$ cat config.mk
export PLATFORM = sky130hd
export DESIGN_NAME = evt_capture_chan
export DESIGN_NICKNAME = d
export VERILOG_FILES = /design/src/rtl/evt_capture_chan.sv
export SDC_FILE = /design/constraint.sdc
export NUM_CORES = 1
export LEC_CHECK = 0
export BUFFER_PORTS_ARGS = -buffer_cell sky130_fd_sc_hd__buf_2
export CORE_MARGIN = 5
export CORE_UTILIZATION = 55
export CTS_BUF_LIST = sky130_fd_sc_hd__clkbuf_2
export DETAILED_ROUTE_END_ITERATION = 8
export GPL_TIMING_DRIVEN = 0
export PLACE_DENSITY_LB_ADDON = 0.3
export SYNTH_ARGS = -nofsm -noshare
export SYNTH_HDL_FRONTEND = slang
export SYNTH_SLANG_ARGS = --single-unit
$ cat constraint.sdc
create_clock -name clk -period 3 [get_ports clk]
set_clock_uncertainty 0.05 [all_clocks]
set_input_delay 0.45 -clock clk [delete_from_list [all_inputs] [get_ports clk]]
set_output_delay 0.45 -clock clk [all_outputs]
set_load 0.01 [all_outputs]
$ cat src/rtl/evt_capture_chan.sv
module evt_capture_chan #(
  parameter int CNT_W = 16
) (
  input  logic             clk,
  input  logic             rst_n,
  input  logic             evt_in_en,
  input  logic             cap_en,
  input  logic             dual_slope,
  input  logic             top_below_half,
  input  logic             cnt_down,
  input  logic [CNT_W-1:0] cnt_value,
  input  logic             evt_strobe,
  input  logic             rd_strobe,
  input  logic             clr_chan_flag,
  input  logic             clr_err_flag,
  output logic [CNT_W-1:0] cap_value,
  output logic             chan_flag,
  output logic             buf_valid,
  output logic             err_flag
);

  logic             vis_valid;
  logic [CNT_W-1:0] buf_data;
  logic [CNT_W-1:0] stamp;
  logic             fire, drain, overflow, ramp_tag;

  assign fire     = evt_strobe & evt_in_en & cap_en;
  assign overflow = fire & buf_valid;
  assign drain    = buf_valid & (~vis_valid | rd_strobe);
  assign ramp_tag = dual_slope & top_below_half;
  assign stamp    = ramp_tag ? {cnt_down, cnt_value[CNT_W-2:0]} : cnt_value;

  always_ff @(posedge clk or negedge rst_n) begin
    if (!rst_n) begin
      buf_valid <= 1'b0;
      buf_data  <= '0;
    end else if (fire && !buf_valid) begin
      buf_valid <= 1'b1;
      buf_data  <= stamp;
    end else if (drain) begin
      buf_valid <= 1'b0;
    end
  end

  always_ff @(posedge clk or negedge rst_n) begin
    if (!rst_n) begin
      vis_valid <= 1'b0;
      cap_value <= '0;
    end else if (drain) begin
      vis_valid <= 1'b1;
      cap_value <= buf_data;
    end else if (rd_strobe) begin
      vis_valid <= 1'b0;
    end
  end

  always_ff @(posedge clk or negedge rst_n) begin
    if (!rst_n) begin
      chan_flag <= 1'b0;
      err_flag  <= 1'b0;
    end else begin
      if (drain)                                   chan_flag <= 1'b1;
      else if (clr_chan_flag || (rd_strobe && vis_valid)) chan_flag <= 1'b0;
      if (overflow)          err_flag <= 1'b1;
      else if (clr_err_flag) err_flag <= 1'b0;
    end
  end

  a_r1_unarmed_idle: assert property (@(posedge clk) disable iff (!rst_n)
    (!(evt_strobe && evt_in_en && cap_en) && !buf_valid) |=> !buf_valid);

  a_r3_refill: assert property (@(posedge clk) disable iff (!rst_n)
    (buf_valid && (!vis_valid || rd_strobe)) |=> (vis_valid && chan_flag && cap_value == $past(buf_data)));

  a_r4_flag_has_data: assert property (@(posedge clk) disable iff (!rst_n)
    chan_flag |-> vis_valid);

  a_r6_overflow_err: assert property (@(posedge clk) disable iff (!rst_n)
    (evt_strobe && evt_in_en && cap_en && buf_valid) |=> err_flag);

  a_r6_overflow_keeps: assert property (@(posedge clk) disable iff (!rst_n)
    (overflow && vis_valid && !rd_strobe) |=> (buf_valid && buf_data == $past(buf_data)));

  a_r8_ramp_bit: assert property (@(posedge clk) disable iff (!rst_n)
    (fire && !buf_valid && dual_slope && top_below_half) |=> (buf_data[CNT_W-1] == $past(cnt_down)));

endmodule

Yosys cells after proc, flatten, opt, wreduce, memory -nomap -nowiden --
Index checks and enable logic that the tools add are counted.
Storage, ports and cells: latch bits 0, bits of input ports 27, memory bits (read-only) 0, register bits after elaboration 36, logic and storage cells 30, memories 0, memory bits (writable) 0
Cells by class: shifts and indexed selects 0, order comparisons 0, equality and inequality tests 0, bitwise operators 7, multipliers 0, reduce and logical (&&, ||, !) cells 8, multiplexer cells 9, div/mod/pow operators 0, $add $sub $neg 0
Operator list (number):
- $mux W16 | 1
- $mux W1 | 8
- $reduce_bool A2 Y1 | 4
- $and A1 B1 Y1 | 5
- $logic_and A1 B1 Y1 | 2
- $logic_not A1 Y1 | 1
- $logic_or A1 B1 Y1 | 1
- $not A1 Y1 | 1
- $or A1 B1 Y1 | 1

Logic depth before layout (Yosys ltp) --
word-level depth 5, mapped depth 4, depth with buffers taken out 3

Worst setup path after synthesis --
Ideal clock, no wire load.
path kind input-to-reg, from input port rd_strobe, to register cap_value[10], path buffers 1, path slack 1.576 ns, setup time 0.125 ns, stages on the path 4, data arrival time 1.250 ns, cell sequence nand2b_2 nand2_2 buf_6 mux2_2
On the way: cells in the longest elaborated chain, start to end 2
Ends and longest elaborated chain:
- start: declaration | line 13 | input logic rd_strobe,
- $or A1 B1 Y1 | line 29 | assign drain = buf_valid & (~vis_valid | rd_strobe);
- $and A1 B1 Y1 | line 29
- end signal: assignment | line 51 | cap_value <= buf_data;
- end: declaration | line 16 | output logic [CNT_W-1:0] cap_value,
No other way between the ends. A chain may end at the register's enable or synchronous reset.

Worst setup path after layout --
from register buf_valid, to output port buf_valid
RTL lines:
- start: declaration | line 18 | output logic buf_valid,
- start signal: assignment | line 35 | buf_valid <= 1'b0;
- start signal: assignment | line 38 | buf_valid <= 1'b1;
- start signal: assignment | line 41 | buf_valid <= 1'b0;
No word-level cell between the ends.

==> flow_metrics.py <==
metrics = {
    "cells_and_area": {
        "final-seq-area_um2": 900.9,
        "fin_cells": 170,
        "syn_to_final_growth_pct": 21.35,
        "multi_input_area_um2": 478.0,
        "nNetsFinal": 166,
        "num_antenna_cells": 0,
        "final_layout_size_suffix_gt1_frac": 0.6286,
        "final_util": 0.6919,
        "num-fill-cells": 192,
        "design_area_um2": 1714,
    },
    "clock_network": {
        "numClockSinks": 36,
        "cts_resized": 0,
        "clockRootBuffer": "clkbuf_2",
        "htreeDepth": 2,
        "clk_pin_slew_ns": 0.17,
        "ctsHoldBuffers": 0,
        "post-cts-setup-buffer-count": 0,
        "cts_tree": "done",
        "clk_latency_ns": 0.37,
        "cts_buffers": 5,
        "cts_buffer_depth": 2,
    },
    "yosys": {
        "async_reset_ff_frac": 1.000,
        "syn_nets": 114,
        "synth_common_cells": "dfrtp_1 (36), mux2_2 (24), mux2_4 (7)",
        "yosys_warnings": 0,
        "synth_area_um2": 1413,
        "ys_types": 16,
        "yosysTopAreaCellShare": 0.6377,
        "synth_area_leader_cell": "dfrtp_1",
        "syn_avg_cell_area_um2": 16.24,
        "synthCells": 87,
        "synth_ff_type": "dfrtp_1",
        "ys_seq_area_frac": 0.6377,
        "synth_edf_count": 0,
        "synth-seq-cells": 36,
        "yosysMostFrequentCell": "dfrtp_1",
        "yosys-top-cells-area": "dfrtp_1 (64%), mux2_2 (19%), mux2_4 (7.4%), nand4b_4 (1.7%), buf_6 (1.6%)",
    },
    "die": {
        "pin_count": 46,
        "dieWidth_um": 60.68,
        "core_um2": 2477,
        "dieArea_um2": 3682,
        "start_util": 0.5702,
        "num_rows": 18,
        "die_h_um": 60.68,
    },
    "drt": {
        "vias": 856,
        "wl_per_cell_um": 15.05,
        "viasPerCell": 5.035,
        "drt_first_pass_iters": 4,
        "drc": 0,
        "drt_iter0_markers": 10,
        "wirelength_um": 2559,
        "detail-route-antenna-nets": 0,
    },
    "critical_path": {
        "path_max_fanout": 7,
        "crit_arrival_ns": 1.04,
        "path_buf_inv": 1,
        "required_ns": 2.50,
        "rrSetupSlack_ns": 1.52,
        "cpPeakStageDelay_ns": 0.50,
        "criticalPathCategory": "flop to output pin",
        "start_kind": "flop",
        "path_cells": "buf_2",
        "crit_path_end_kind": "output pin",
        "critical_path.top_delay_family": "flip-flops",
        "crit_path_top_delay_cell": "dfrtp_1",
    },
    "timing": {
        "hold_viol": 0,
        "slew_viol_final": 0,
        "holdWs_ns": 0.07402,
        "fin_tns_setup_ns": 0,
        "timing.final.ws_setup_ns": 1.457,
        "min_period_ns": 1.543,
        "period_share": 0.5144,
        "relSlewSlack": 0.4833,
        "rsz0062_at_grt": "no",
        "tightest_slew_ns": 0.7750,
        "fmax_mhz": 648.0,
        "setup_viol": 0,
    },
    "place": {
        "dp_hpwl_um": 1879,
        "place_ws_ns": 1.343,
        "place_congestion": 0.6757,
        "port_buffers": 45,
        "placed_area_um2": 1675,
        "dp.cells": 162,
    },
    "power_and_ir_drop": {
        "p_leak_nw": 0.8914,
        "p_per_area_nw_per_um2": 705.7,
        "power.total_mw": 1.210,
        "ir_worst_vdd_v": 0.0005130,
    },
    "min_path": {
        "hold_class": "input pin to async pin",
    },
    "run": {
        "cap_violations": 0,
    },
    "global_routing": {
        "antenna_found_initial": 0,
        "grt-ovfl-total": 0,
        "grt_pass1_wl_um": 4271,
        "track_usage": 0.1626,
        "grt_max_degree": 37,
        "first_global_vias": 945,
    },
    "status": {
        "outcome": "finished, final reports clean",
    },
}
[registers in the layout (all words and copies together) (netlist names)]
register	flops
err_flag	1
buf_data	16
vis_valid	1
buf_valid	1
cap_value	16
chan_flag	1
[cell families (layout without fill, tap and decap cells)]
group / after synthesis / count (layout) / synth area share
simple gates: 9 / 9 / 0.04695
mux: 32 / 32 / 0.2728
compound gates: 5 / 5 / 0.01860
buf+inv: 5 / 58 / 0.02391
flops: 36 / 36 / 0.6377
[area by class of cell]
class | instances | area share
inverters | 3 | 0.006569
clock inverters | 3 | 0.008029
plain buffers | 2 | 0.01314
flip-flops and latches | 36 | 0.5255
well taps | 30 | 0.02190
clock buffers | 5 | 0.01460
multi-input cells | 46 | 0.2788
repair buffers | 45 | 0.1314
[worst paths after layout]
kind                                        endpoint  depth (start not counted)                     start
max                                        buf_valid                          1     buf_valid$_DFFE_PN0P_
min                            chan_flag$_DFFE_PN0P_                          1                     rst_n
max reg2reg                  buf_data[8]$_DFFE_PN0P_                          3     buf_valid$_DFFE_PN0P_
min reg2reg                 buf_data[15]$_DFFE_PN0P_                          2  buf_data[15]$_DFFE_PN0P_
max in group asynchronous  cap_value[11]$_DFFE_PN0P_                          1                     rst_n
min in group clk                err_flag$_DFFE_PN0P_                          2              clr_err_flag
[power breakdown]
group	total (mW)	leakage, nW	switching (mW)	internal, mW
sequential	0.679	0.437	0.0618	0.617
combinational	0.326	0.424	0.140	0.186
clock	0.204	0.0302	0.152	0.0522
total	1.21	0.891	0.354	0.856
[metal layers]
layer	track usage	vias up	routed length, µm
met2	0.2779	27	1254
met3	0.06809	7	194
met1	0.1875	415	1077
met4	0.04644	0	34
met5	0	-	0
li1	-	407	-
[cells in the final DEF (no fill, tap or decap), types with 2 or more instances in the layout]
cell / synthesis / routed
buf_2: 0 / 45
buf_6: 2 / 2
clkbuf_2: 0 / 5
clkinv_2: 0 / 2
dfrtp_1: 36 / 36
inv_1: 3 / 3
mux2_2: 24 / 24
mux2_4: 7 / 7
nand2_1: 3 / 3
o21ai_0: 3 / 3
(Power assumes the default switching activity.)
